[src/rtl/arbPkg.sv]
package arbPkg;

  // Strobes from control to datapath
  typedef struct packed {
    logic takeGrant;   // capture the round-robin winner as new owner
    logic dropGrant;   // clear the grant register
  } arbStrobeT;

  typedef enum logic [1:0] {
    ST_IDLE  = 2'd0,
    ST_OWNED = 2'd1,
    ST_TURN  = 2'd2
  } arbStateT;

endpackage

[src/rtl/arbPrioEnc.sv]
// Lowest-index-first finder over a request vector.
module arbPrioEnc #(
  parameter int WIDTH = 32,
  parameter int IDX_W = 5
) (
  input  logic [WIDTH-1:0] vecIn,
  output logic             found,
  output logic [IDX_W-1:0] idxOut
);

  always_comb begin
    found  = 1'b0;
    idxOut = '0;
    for (int i = WIDTH - 1; i >= 0; i--) begin
      if (vecIn[i]) begin
        found  = 1'b1;
        idxOut = IDX_W'(i);
      end
    end
  end

endmodule

[src/rtl/arbCtrl.sv]
// Ownership state machine: idle, owned, turnaround.
module arbCtrl
  import arbPkg::*;
(
  input  logic      clk,
  input  logic      rstN,
  input  logic      anyReq,
  input  logic      holdReq,
  output arbStrobeT strobe,
  output logic      busBusy
);

  arbStateT stateQ, stateD;

  always_comb begin
    stateD           = stateQ;
    strobe.takeGrant = 1'b0;
    strobe.dropGrant = 1'b0;
    unique case (stateQ)
      ST_IDLE: begin
        if (anyReq) begin
          stateD           = ST_OWNED;
          strobe.takeGrant = 1'b1;
        end
      end
      ST_OWNED: begin
        // no timeout: only the holder letting go moves us on
        if (!holdReq) begin
          stateD           = ST_TURN;
          strobe.dropGrant = 1'b1;
        end
      end
      ST_TURN: begin
        if (anyReq) begin
          stateD           = ST_OWNED;
          strobe.takeGrant = 1'b1;
        end else begin
          stateD = ST_IDLE;
        end
      end
      default: stateD = ST_IDLE;
    endcase
  end

  always_ff @(posedge clk or negedge rstN) begin
    if (!rstN) stateQ <= ST_IDLE;
    else       stateQ <= stateD;
  end

  assign busBusy = (stateQ != ST_IDLE);

endmodule

[src/rtl/arbDatapath.sv]
// Grant register, round-robin pointer and winner selection.
module arbDatapath
  import arbPkg::*;
#(
  parameter int NUM_PORTS = 32,
  parameter int IDX_W     = 5
) (
  input  logic                 clk,
  input  logic                 rstN,
  input  logic [NUM_PORTS-1:0] reqIn,
  input  logic [NUM_PORTS-1:0] lockIn,
  input  arbStrobeT            strobe,
  output logic [NUM_PORTS-1:0] grantOut,
  output logic                 anyReq,
  output logic                 holdReq
);

  localparam logic [IDX_W-1:0] LAST_PORT = IDX_W'(NUM_PORTS - 1);

  logic [IDX_W-1:0]     lastIdx;
  logic [NUM_PORTS-1:0] grantQ, grantD;
  logic [NUM_PORTS-1:0] aboveMask, reqAbove, holdVec;
  logic                 hiFound, loFound;
  logic [IDX_W-1:0]     hiIdx, loIdx, pickIdx;

  // per-port masks: ports above the last owner, and holder's keep-alive
  for (genvar p = 0; p < NUM_PORTS; p++) begin : g_port
    assign aboveMask[p] = (lastIdx < IDX_W'(p));
    assign holdVec[p]   = grantQ[p] & (reqIn[p] | lockIn[p]);
  end

  assign reqAbove = reqIn & aboveMask;

  arbPrioEnc #(.WIDTH(NUM_PORTS), .IDX_W(IDX_W)) u_hiEnc (
    .vecIn (reqAbove),
    .found (hiFound),
    .idxOut(hiIdx)
  );

  arbPrioEnc #(.WIDTH(NUM_PORTS), .IDX_W(IDX_W)) u_loEnc (
    .vecIn (reqIn),
    .found (loFound),
    .idxOut(loIdx)
  );

  assign pickIdx = hiFound ? hiIdx : loIdx;
  assign anyReq  = loFound;
  assign holdReq = |holdVec;

  always_comb begin
    grantD = grantQ;
    if (strobe.dropGrant) grantD = '0;
    if (strobe.takeGrant) begin
      grantD          = '0;
      grantD[pickIdx] = 1'b1;
    end
  end

  always_ff @(posedge clk or negedge rstN) begin
    if (!rstN) begin
      grantQ  <= '0;
      lastIdx <= LAST_PORT;
    end else begin
      grantQ <= grantD;
      if (strobe.takeGrant) lastIdx <= pickIdx;
    end
  end

  assign grantOut = grantQ;

endmodule

[src/rtl/lockArb.sv]
// Top: locking round-robin bus arbiter.
module lockArb
  import arbPkg::*;
#(
  parameter int NUM_PORTS = 32
) (
  input  logic                 clk,
  input  logic                 rstN,
  input  logic [NUM_PORTS-1:0] reqIn,
  input  logic [NUM_PORTS-1:0] lockIn,
  output logic [NUM_PORTS-1:0] grantOut,
  output logic                 busBusy
);

  localparam int IDX_W = (NUM_PORTS > 1) ? $clog2(NUM_PORTS) : 1;

  arbStrobeT strobe;
  logic      anyReq, holdReq;

  arbCtrl u_ctrl (
    .clk    (clk),
    .rstN   (rstN),
    .anyReq (anyReq),
    .holdReq(holdReq),
    .strobe (strobe),
    .busBusy(busBusy)
  );

  arbDatapath #(.NUM_PORTS(NUM_PORTS), .IDX_W(IDX_W)) u_dp (
    .clk     (clk),
    .rstN    (rstN),
    .reqIn   (reqIn),
    .lockIn  (lockIn),
    .strobe  (strobe),
    .grantOut(grantOut),
    .anyReq  (anyReq),
    .holdReq (holdReq)
  );

endmodule

[config.mk]
export PLATFORM = sky130hd
export DESIGN_NAME = lockArb
export DESIGN_NICKNAME = d
export VERILOG_FILES = /design/src/rtl/arbPkg.sv /design/src/rtl/arbPrioEnc.sv /design/src/rtl/arbCtrl.sv /design/src/rtl/arbDatapath.sv /design/src/rtl/lockArb.sv
export SDC_FILE = /design/constraint.sdc
export NUM_CORES = 1
export LEC_CHECK = 0
export ABC_AREA = 1
export BUFFER_PORTS_ARGS = -buffer_cell sky130_fd_sc_hd__clkbuf_2
export CAP_MARGIN = 10
export CORE_UTILIZATION = 57
export CTS_BUF_LIST = sky130_fd_sc_hd__clkbuf_8
export DETAILED_ROUTE_END_ITERATION = 8
export PLACE_DENSITY = 0.87
export SYNTH_ARGS = -nofsm -noshare
export SYNTH_HDL_FRONTEND = slang
export SYNTH_SLANG_ARGS = --single-unit
[constraint.sdc]
create_clock -name clk -period 5.34 [get_ports clk]
set_clock_uncertainty 0.2 [all_clocks]
set_input_delay 0.534 -clock clk [delete_from_list [all_inputs] [get_ports clk]]
set_output_delay 0.534 -clock clk [all_outputs]
set_load 0.03 [all_outputs]
==> metrics, run 1 <==
Synth Instances=about 520; die area=0.00573 mm²; TritonRoute pass-1 iters=6; Die Height=~76 µm; outcome=complete, no violations; RSZ-0062 raised after global routing=no; most common cell in the netlist=nand2_1; Post-Place Cells=671; Post-Layout Cell Count=679; max_cap viols=0; vias in the first global route=3433; Synth Flop Type=dfrtp_1; Filler cells=451; total congestion overflow=0; area of the multi-input gates=0.00177 mm²; Final #Nets=between 600 and 700; FF/Latch Area=982 µm²; IO Pins=99; synthesis-stage register bit count=39; Period minus WS final=3560 ps; setup TNS=0 ps; r2r setup slk=1780 ps; post-synth net total=about 580; CTS max path bufs=2; Post-Syn Area=between 0.003 and 0.004 mm²; Finished Core Util=0.722; CP Data Required Time=5310 ps; power density cells=392 mW/mm²; worst r2r path cells=25; root buf cell=clkbuf_8; CP Launch Point=u_dp.lastIdx[4]; highest routing layer actually used=met4; peak supply drop=0.000287 V; max frequency=0.281 GHz; Die Wd=75.7 µm; Inserted Diodes=0; Final Cycle Share=0.667; clock-pin slew on the worst setup and hold paths=80 ps; ys async rst share=1.00; H-tree Lvls=2; placed cell areas=0.00360 mm²; Slew Viols, Final=0; Core ar.=0.00517 mm²; path type of the worst setup path=flip-flop to flip-flop; relative slew slack=0.331; Netlist cell types=34; EDFF count, synth=0; Hold Fails Final Rpt=0; Initial Util=0.598; initial drt markers=~350; Post-DP HPWL=8030 µm; Routed wire per std cell=15.3 µm; CP arrival=3530 ps; Synth top cells by count=nand2_1, inv_1, nor2_1; final setup margin=roughly 1800 ps; Clk Latency, worst-skew pair=290 ps; routed wire length=10400 µm; layout cell share with drive strength beyond 1=0.199; final setup fails=0; CTS Hold Bufs=0; number of gates resized after cts=0; Synth area leaders=dfrtp_1, nand2_1, inv_1; pre-CTS setup slack=about 1900 ps; routed vias=just under 4000; critical-path maximum fanout=17; Reg2Reg Launch Point=u_dp.lastIdx[4]; first-pass GRT wire length=between 15000 and 20000 µm; Post-DRT Antenna Nets=0; met3 routed WL=948 µm; Seq/Total Area, Yosys=0.317; Critical Path Sink Type=flip-flop; Yosys warning count=0; Residual DRC=0; Post-CTS Setup Bufs=0; largest net degree at the start of global routing=40; CTS tree=done; clk sink count=39; met1 wire length=between 4000 and 5000 µm; initial antenna violation count=0; Reg-to-Reg End=u_dp.grantOut[1]; RePlAce Congestion=0.960; Avg Cell Area, Syn=6.01 µm²; design area=between 0.003 and 0.004 mm²; CP startpoint kind=flip-flop; WL met2=between 4000 and 5000 µm; post-synth top area cell=dfrtp_1; Layout area overhead=20.7%; Yosys top cell area share=0.275; total CTS buffers=5; number of I/O port buffers=98; min-delay worst type=primary input to async pin; Overall Global Routing Usage=0.377; worst slew pin tran=1000 ps; row cnt=26; vias per cell=5.69; Lkg Pwr=~2.2 nW
==> how the worst max path moves through the flow <==
stage | to | slack, ps | cells past startpoint
after floorplan | u_dp.grantOut[27] | 2460 | 27
after global placement | u_dp.grantOut[9] | 1950 | 36
after detailed placement | u_dp.grantOut[17] | 1860 | 36
after CTS | u_dp.grantOut[1] | 1870 | 25
after global routing | u_dp.grantOut[17] | 1450 | 25
final | u_dp.grantOut[1] | 1780 | 25
==> cell usage in the layout (no fill, tap or decap), drive strengths merged <==
cell type | Yosys | routed
nand3 | 33 | 33
or2 | 2 | 2
or3b | 1 | 1
a311oi | 1 | 1
a311o | 1 | 1
a211oi | 1 | 1
bufinv | 0 | 2
nor2 | 64 | 64
o21bai | 1 | 1
o41ai | 1 | 1
a31oi | 2 | 2
o211ai | 1 | 1
clkbuf | 4 | 103
dfrtp | 34 | 34
clkinv | 1 | 1
inv | 72 | 73
a21oi | 17 | 17
nand4 | 22 | 22
nand2 | 177 | 177
o21a | 2 | 2
o21ai | 48 | 48
dfstp | 5 | 5
o311ai | 1 | 1
and2 | 1 | 1
nor3 | 10 | 10
nor4 | 5 | 5
==> metal layers <==
| layer | global-route usage | up-vias |
|---|---|---|
| met4 | 0.224 | 0 |
| li1 | - | 1851 |
| met1 | 0.485 | 1742 |
| met2 | 0.602 | 236 |
| met5 | 0 | - |
| met3 | 0.0608 | 36 |
==> cells by family (layout without fill, tap and decap cells) <==
| group | after synthesis | after routing | synth area share |
|---|---|---|---|
| DFF | 39 | 39 | 0.317 |
| and+or+nand+nor | 315 | 315 | 0.433 |
| AOI/OAI and AO/OA | 76 | 76 | 0.138 |
| buffers and inverters | 85 | 179 | 0.112 |
==> state kept, by name, summed over array words and instances (netlist names) <==
signal         count
u_dp.lastIdx       5
u_dp.grantOut     32
u_ctrl.stateQ      2
==> where the power goes <==
group / internal, mW / total (mW) / leakage [nW] / switching [mW]
Clock: 0.185 / 0.288 / 0.0695 / 0.103
Sequential: 0.352 / 0.408 / 0.521 / 0.0560
Combinational: 0.189 / 0.768 / 1.64 / 0.579
Total: 0.726 / 1.46 / 2.23 / 0.738
==> worst max-delay path, cell delays in order, from the launching register on <==
cell      delay [ps]
dfstp_2          670
nand2_4           90
clkinv_2          80
nand2_2           70
o21ai_2          160
o21ai_1           90
nand2_1           60
nand2_1           50
a21oi_1          120
o21ai_1           70
a21oi_1          160
o21bai_1          90
nand2_1           70
nand2_1           40
nand2_1           50
nand2_1           50
nand2_1           60
nand2_1           40
nand2_1           50
nand2_1           50
nand2_1           50
nand2_1           70
a21oi_4          480
nand2_4          250
nand3_1          170
nand2_1           70
==> final cells by class <==
cell class	count	area share
Multi-Input combinational cell	391	0.473
Clock buffer	5	0.0184
Inverter	73	0.0737
Tap cell	70	0.0235
Timing Repair Buffer	98	0.131
Clock inverter	3	0.0171
Sequential cell	39	0.263
==> per-stage QoR <==
stage	total power, mW	hold WS, ps
finish	1.46	198
global route	1.55	252
CTS	1.44	210
detailed placement	1.15	257
global placement	1.12	226
floorplan	0.967	38.4
(Power assumes the default switching activity.)
==> run 2, diff against run 1 <==
--- a/config.mk
+++ b/config.mk
@@ -5,13 +5,13 @@
 export SDC_FILE = /design/constraint.sdc
 export NUM_CORES = 1
 export LEC_CHECK = 0
-export ABC_AREA = 1
+export ABC_AREA = 0
 export BUFFER_PORTS_ARGS = -buffer_cell sky130_fd_sc_hd__clkbuf_2
 export CAP_MARGIN = 10
-export CORE_UTILIZATION = 57
+export CORE_UTILIZATION = 55
 export CTS_BUF_LIST = sky130_fd_sc_hd__clkbuf_8
 export DETAILED_ROUTE_END_ITERATION = 8
-export PLACE_DENSITY = 0.87
+export PLACE_DENSITY = 0.82
 export SYNTH_ARGS = -nofsm -noshare
 export SYNTH_HDL_FRONTEND = slang
 export SYNTH_SLANG_ARGS = --single-unit
==> constraint.sdc (replaced) <==
create_clock -name clk -period 3.3 [get_ports clk]
set_clock_uncertainty 0.2 [all_clocks]
set_input_delay 0.33 -clock clk [delete_from_list [all_inputs] [get_ports clk]]
set_output_delay 0.33 -clock clk [all_outputs]
set_load 0.03 [all_outputs]
==> metrics, run 2 <==
total CTS buffers=5 (unchanged); CP arrival=3160 ps (was 3530 ps); post-synth net total=499 (was 581); IO Pins=99 (unchanged); total congestion overflow=0 (unchanged); clk sink count=39 (unchanged); total power=3.35 mW (was 1.46 mW); Die Height=82.8 µm (was 75.7 µm); largest family of logic cells by synthesized area=compound AO/OA/AOI/OAI gates (was simple AND/OR/NAND/NOR gates); Post-DP HPWL=9620 µm (was 8030 µm); initial antenna violation count=0 (unchanged); synthesis-stage register bit count=39 (unchanged); Synth Flop Type=dfrtp_1 (unchanged); most frequent cells in the layout=clkbuf_2, nand2_1, o21ai_0 (was nand2_1, clkbuf_2, inv_1); initial drt markers=412 (was 348); switching power=1.78 mW (was 0.738 mW); CTS tree=done (unchanged); Netlist cell types=69 (was 34); Residual DRC=0 (unchanged); peak supply drop=0.000708 V (was 0.000287 V); Yosys warning count=0 (unchanged); critical-path maximum fanout=19 (was 17); worst slew pin tran=1180 ps (was 1000 ps); Synth Instances=433 (was 515); layout cell share with drive strength beyond 1=0.333 (was 0.199); die area=0.00686 mm² (was 0.00573 mm²); number of I/O port buffers=98 (unchanged); most common cell in the netlist=nand2_1 (unchanged); Switching Share=0.531 (was 0.504); relative slew slack=0.213 (was 0.331); routed wire length=12900 µm (was 10400 µm); Reg-to-Reg End=u_dp.grantOut[21] (was u_dp.grantOut[1]); Comb power frac=0.607 (was 0.524); Post-Layout Cell Count=603 (was 679); Hold Fails Final Rpt=0 (unchanged); Period minus WS final=3180 ps (was 3560 ps); r2r setup slk=120 ps (was 1780 ps); setup TNS=0 ps (unchanged); Post-DRT Antenna Nets=0 (unchanged); CP startpoint kind=flip-flop (unchanged); Compound-Gate Fraction of Synth Area=0.380 (was 0.138); Yosys top cell area share=0.237 (was 0.275); routed vias=4191 (was 3865); worst r2r path cells=9 (was 25); power density cells=787 mW/mm² (was 392 mW/mm²); RePlAce Congestion=0.968 (was 0.960); Post-Place Cells=595 (was 671); Seq/Total Area, Yosys=0.273 (was 0.317); Routed wire per std cell=21.3 µm (was 15.3 µm); Inserted Diodes=0 (unchanged); vias per cell=6.95 (was 5.69); Post-Synth XOR/XNOR Area=0 (unchanged); Reg2Reg Launch Point=u_dp.lastIdx[1] (was u_dp.lastIdx[4]); CP Launch Point=u_dp.lastIdx[1] (was u_dp.lastIdx[4]); pre-CTS setup slack=25.6 ps (was 1860 ps); post-synth top area cell=dfrtp_1 (unchanged); min-delay worst type=primary input to async pin (unchanged); Filler cells=520 (was 451); Setup crit end=u_dp.grantOut[21] (was u_dp.grantOut[1]); largest net degree at the start of global routing=40 (unchanged); Synth area leaders=dfrtp_1, o41ai_2, o21ai_0 (was dfrtp_1, nand2_1, inv_1); Core ar.=0.00631 mm² (was 0.00517 mm²); Lkg Pwr=1.91 nW (was 2.23 nW); mux cell area share after synthesis=0 (unchanged); outcome=complete, no violations (unchanged); row cnt=29 (was 26); ys async rst share=1.00 (unchanged); max_cap viols=0 (unchanged); Avg Cell Area, Syn=8.30 µm² (was 6.01 µm²); TritonRoute pass-1 iters=5 (was 6); final setup fails=0 (unchanged); clock power share=0.142 (was 0.196); max frequency=0.315 GHz (was 0.281 GHz); Post-Syn Area=0.00359 mm² (was 0.00309 mm²); CTS max path bufs=2 (unchanged); Synth Area in Adders=0 (unchanged); Final Cycle Share=0.963 (was 0.667); Clk Latency, worst-skew pair=300 ps (was 290 ps); root buf cell=clkbuf_8 (unchanged); H-tree Lvls=2 (unchanged); Layout area overhead=18.6% (was 20.7%); final setup margin=121 ps (was 1780 ps); vias in the first global route=3849 (was 3433); Initial Util=0.569 (was 0.598); Flop pwr share=0.250 (was 0.279); commonest non-fill, non-tap cell in the layout=clkbuf_2 (was nand2_1); Overall Global Routing Usage=0.371 (was 0.377); Synth top cells by count=nand2_1, o21ai_0, dfrtp_1 (was nand2_1, inv_1, nor2_1); Final #Nets=591 (was 674); Critical Path Sink Type=flip-flop (unchanged); Finished Core Util=0.675 (was 0.722); max reg flops=32 (unchanged); Internal=1.57 mW (was 0.726 mW); path type of the worst setup path=flip-flop to flip-flop (unchanged); EDFF count, synth=0 (unchanged); RSZ-0062 raised after global routing=no (unchanged); Simple-Gate Fraction of Synth Area=0.259 (was 0.433); clock-pin slew on the worst setup and hold paths=90 ps (was 80 ps); CP Data Required Time=3280 ps (was 5310 ps); Die Wd=82.8 µm (was 75.7 µm); Slew Viols, Final=0 (unchanged); first-pass GRT wire length=20200 µm (was 15800 µm)
==> run 2: cell count changes after synthesis, moves of 6 or more <==
cell      change
buf_4         +7
buf_6         +9
inv_1        -59
nand2_1     -120
nand3_1      -24
nand4_1      -10
nor2_1       -34
nor2b_1      +11
o211ai_1      +7
o21ai_0      +11
o221ai_1      +6
o41ai_1       +9
o41ai_2      +20
==> run 2: cells by family after synthesis <==
family                 Yosys count
buffers and inverters           48
AND/OR/NAND/NOR                173
AO/OA/AOI/OAI                  173
flip-flops                      39
==> run 2: stage by stage <==
step                      instance area [µm²]  hold WS [ps]
after floorplan                          3590          -166
after global placement                   4100           255
after detailed placement                 4100           272
after CTS                                4240          43.1
after global routing                     4260          79.5
final                                    4260          5.11
==> run 2: what timing repair did <==
item,in CTS,in global routing
hold buffers,0,0
buffers inserted,0,0
setup endpoints to repair,1,25
gates resized for setup,1,5
==> run 2: power by group through the flow <==
stage | combinational (mW) | sequential [mW] | clock [mW]
2_1_floorplan | 1.48 | 0.792 | 0
3_3_place_gp | 1.97 | 0.811 | 0
3_5_place_dp | 1.98 | 0.817 | 0
4_1_cts | 2.00 | 0.812 | 0.482
5_1_grt | 2.17 | 0.860 | 0.497
6_report | 2.04 | 0.839 | 0.478
==> run 2: cell type report <==
| cell class | instances | area [µm²] | share of cell area |
|---|---|---|---|
| clock buffers | 5 | 68.8 | 0.0161 |
| clock inverters | 3 | 63.8 | 0.0150 |
| inverters | 13 | 48.8 | 0.0115 |
| multi-input cells | 346 | 2310 | 0.541 |
| flip-flops and latches | 39 | 997 | 0.234 |
| repair buffers | 120 | 681 | 0.160 |
| well taps | 77 | 96.3 | 0.0226 |
==> run 2: worst min path at each step <==
stage / startpoint / endpoint / slack [ps] / depth (start not counted)
after detailed placement: u_ctrl.stateQ[1] / u_ctrl.stateQ[1] / 270 / 1
after CTS: rstN / u_dp.grantOut[25] / 40 / 1
after floorplan: rstN / u_ctrl.stateQ[0] / -170 / 0
after global placement: u_ctrl.stateQ[1] / u_ctrl.stateQ[1] / 260 / 1
after global routing: rstN / u_dp.grantOut[25] / 80 / 1
final: rstN / u_dp.grantOut[25] / 5 / 1
==> run 2: worst max-delay path, cell delays in order, from the launching register on <==
cell,delay (ps)
dfstp_4,760
buf_4,180
nand3_1,120
o221a_2,280
a21oi_1,130
a21boi_0,120
o211a_1,280
or3_1,430
buf_4,220
o41ai_2,330
==> run 2: per-layer routing <==
metal | vias to the layer above | share of wire | GRT usage
li1 | 1852 | - | -
met1 | 2001 | 0.40 | 0.510
met2 | 293 | 0.47 | 0.580
met3 | 45 | 0.089 | 0.0398
met4 | 0 | 0.040 | 0.188
met5 | - | 0 | 0
==> run 3, diff against run 2 <==
--- a/config.mk
+++ b/config.mk
@@ -11,7 +11,7 @@
 export CORE_UTILIZATION = 55
 export CTS_BUF_LIST = sky130_fd_sc_hd__clkbuf_8
 export DETAILED_ROUTE_END_ITERATION = 8
-export PLACE_DENSITY = 0.82
+export PLACE_DENSITY = 0.83
 export SYNTH_ARGS = -nofsm -noshare
 export SYNTH_HDL_FRONTEND = slang
 export SYNTH_SLANG_ARGS = --single-unit
==> metrics, run 3 (synthesis gave the netlist of run 2 again) <==
outcome=finished with violations (was complete, no violations); failing checks=hold timing; most frequent cells in the layout=clkbuf_2, nand2_1, o21ai_0 (unchanged); Post-DP HPWL=10000 µm (was 9620 µm); critical-path maximum fanout=19 (unchanged); initial antenna violation count=0 (unchanged); layout cell share with drive strength beyond 1=0.350 (was 0.333); Critical Path Sink Type=flip-flop (unchanged); Hold Fails Final Rpt=19 (was 0); total congestion overflow=0 (unchanged); number of I/O port buffers=98 (unchanged); routed vias=4257 (was 4191); min-delay worst type=primary input to async pin (unchanged); Finished Core Util=0.687 (was 0.675); total power=3.39 mW (was 3.35 mW); Slowest cell on crit path=dfstp_4 (unchanged); peak supply drop=0.000625 V (was 0.000708 V); Final #Nets=600 (was 591); placed cell areas=0.00416 mm² (was 0.00410 mm²); Inserted Diodes=0 (unchanged); Slew Viols, Final=0 (unchanged); power density cells=782 mW/mm² (was 787 mW/mm²); routed wire length=13400 µm (was 12900 µm); Die Wd=82.8 µm (unchanged); most frequent CP cell=buf_4 (unchanged); root buf cell=clkbuf_8 (unchanged); WHS=-19.2 ps (was 5.11 ps); max frequency=0.315 GHz (about the same); CP startpoint kind=flip-flop (unchanged); relative slew slack=0.247 (was 0.213); Period minus WS final=3170 ps (was 3180 ps); initial drt markers=422 (was 412); Initial Util=0.569 (unchanged); final setup fails=0 (unchanged); clock-pin slew on the worst setup and hold paths=90 ps (about the same); worst slew pin tran=1130 ps (was 1180 ps); max reg flops=32 (unchanged); commonest non-fill, non-tap cell in the layout=clkbuf_2 (unchanged); IO Pins=99 (unchanged); top cell family by delay on the critical path=compound AO/OA/AOI/OAI gates (unchanged); CP Data Required Time=3280 ps (about the same); CTS max path bufs=2 (unchanged); Residual DRC=0 (unchanged); Overall Global Routing Usage=0.386 (was 0.371); Final Cycle Share=0.962 (was 0.963); crit-path cells=buf_4 > or4b_4 > o311a_1 > nand2_1 > o221ai_1 > a31oi_2 > o21ai_2 > buf_4 > o41ai_1 (was buf_4 > nand3_1 > o221a_2 > a21oi_1 > a21boi_0 > o211a_1 > or3_1 > buf_4 > o41ai_2); Die Height=82.8 µm (unchanged); row cnt=29 (unchanged); largest net degree at the start of global routing=40 (unchanged); Routed wire per std cell=21.9 µm (was 21.3 µm); clk sink count=39 (unchanged); Core ar.=0.00631 mm² (unchanged); Lkg Pwr=1.97 nW (was 1.91 nW); CTS tree=done (unchanged); vias in the first global route=3971 (was 3849); CP arrival=3150 ps (was 3160 ps); r2r setup slk=130 ps (was 120 ps); max_cap viols=0 (unchanged); path type of the worst setup path=flip-flop to flip-flop (unchanged); Max stage delay on crit path=560 ps (was 760 ps); RePlAce Congestion=0.968 (unchanged); vias per cell=6.96 (was 6.95); total CTS buffers=5 (unchanged); Post-DRT Antenna Nets=0 (unchanged); Clk Latency, worst-skew pair=300 ps (about the same); first-pass GRT wire length=21000 µm (was 20200 µm); Layout area overhead=20.7% (was 18.6%); CP bufs+invs=2 (unchanged); TritonRoute pass-1 iters=5 (unchanged); die area=0.00686 mm² (unchanged); design area=0.00434 mm² (was 0.00426 mm²); H-tree Lvls=2 (unchanged)
-- run 3: worst paths after layout --
kind	from	endpoint	cells past startpoint
setup / recovery	u_dp.lastIdx[3]	u_dp.grantOut[8]	9
hold / removal	rstN	u_dp.grantOut[25]	1
setup reg to reg	u_dp.lastIdx[3]	u_dp.grantOut[8]	9
hold reg to reg	u_dp.grantOut[4]	u_dp.grantOut[4]	2
max in group asynchronous	rstN	u_dp.grantOut[3]	1
min in group clk	u_dp.grantOut[4]	u_dp.grantOut[4]	2
-- run 3: area by class of cell --
class,instances,area [µm²]
inverter,13,48.8
multi-input combinational,346,2320
clock buffer,6,82.6
timing repair buffer,129,748
tap,77,96.3
sequential,39,997
clock inverter,2,38.8
fill,550,1980
-- run 3: metal layers --
layer  global-route usage  share of wire  vias to the layer above
li1                     -              -                     1873
met1                0.514           0.38                     2021
met2                0.615           0.47                      306
met3               0.0477           0.10                       57
met4                0.205          0.055                        0
met5                    0              0                        -
-- run 3: power by group --
part / leakage, nW / total (mW) / internal (mW) / switching (mW)
Combinational: 1.38 / 2.13 / 0.688 / 1.44
Sequential: 0.523 / 0.824 / 0.616 / 0.208
Clock: 0.0618 / 0.442 / 0.249 / 0.193
Total: 1.97 / 3.39 / 1.55 / 1.84
-- run 3: what timing repair did --
action | CTS | global route
setup buffers | 0 | 2
resized for setup | 0 | 9
hold buffers | 0 | 0
setup endpoints to repair | 0 | 30
hold endpoints to repair | 0 | 0
-- run 3: through the flow --
| stage | setup TNS (ps) | instances | setup WS [ps] |
|---|---|---|---|
| after floorplan | 0 | 433 | 519 |
| after global placement | 0 | 602 | 112 |
| after global routing | -15.4 | 612 | -15.4 |
| after detailed placement | 0 | 602 | 32.8 |
| after CTS | 0 | 610 | 7.12 |
| final | 0 | 612 | 127 |
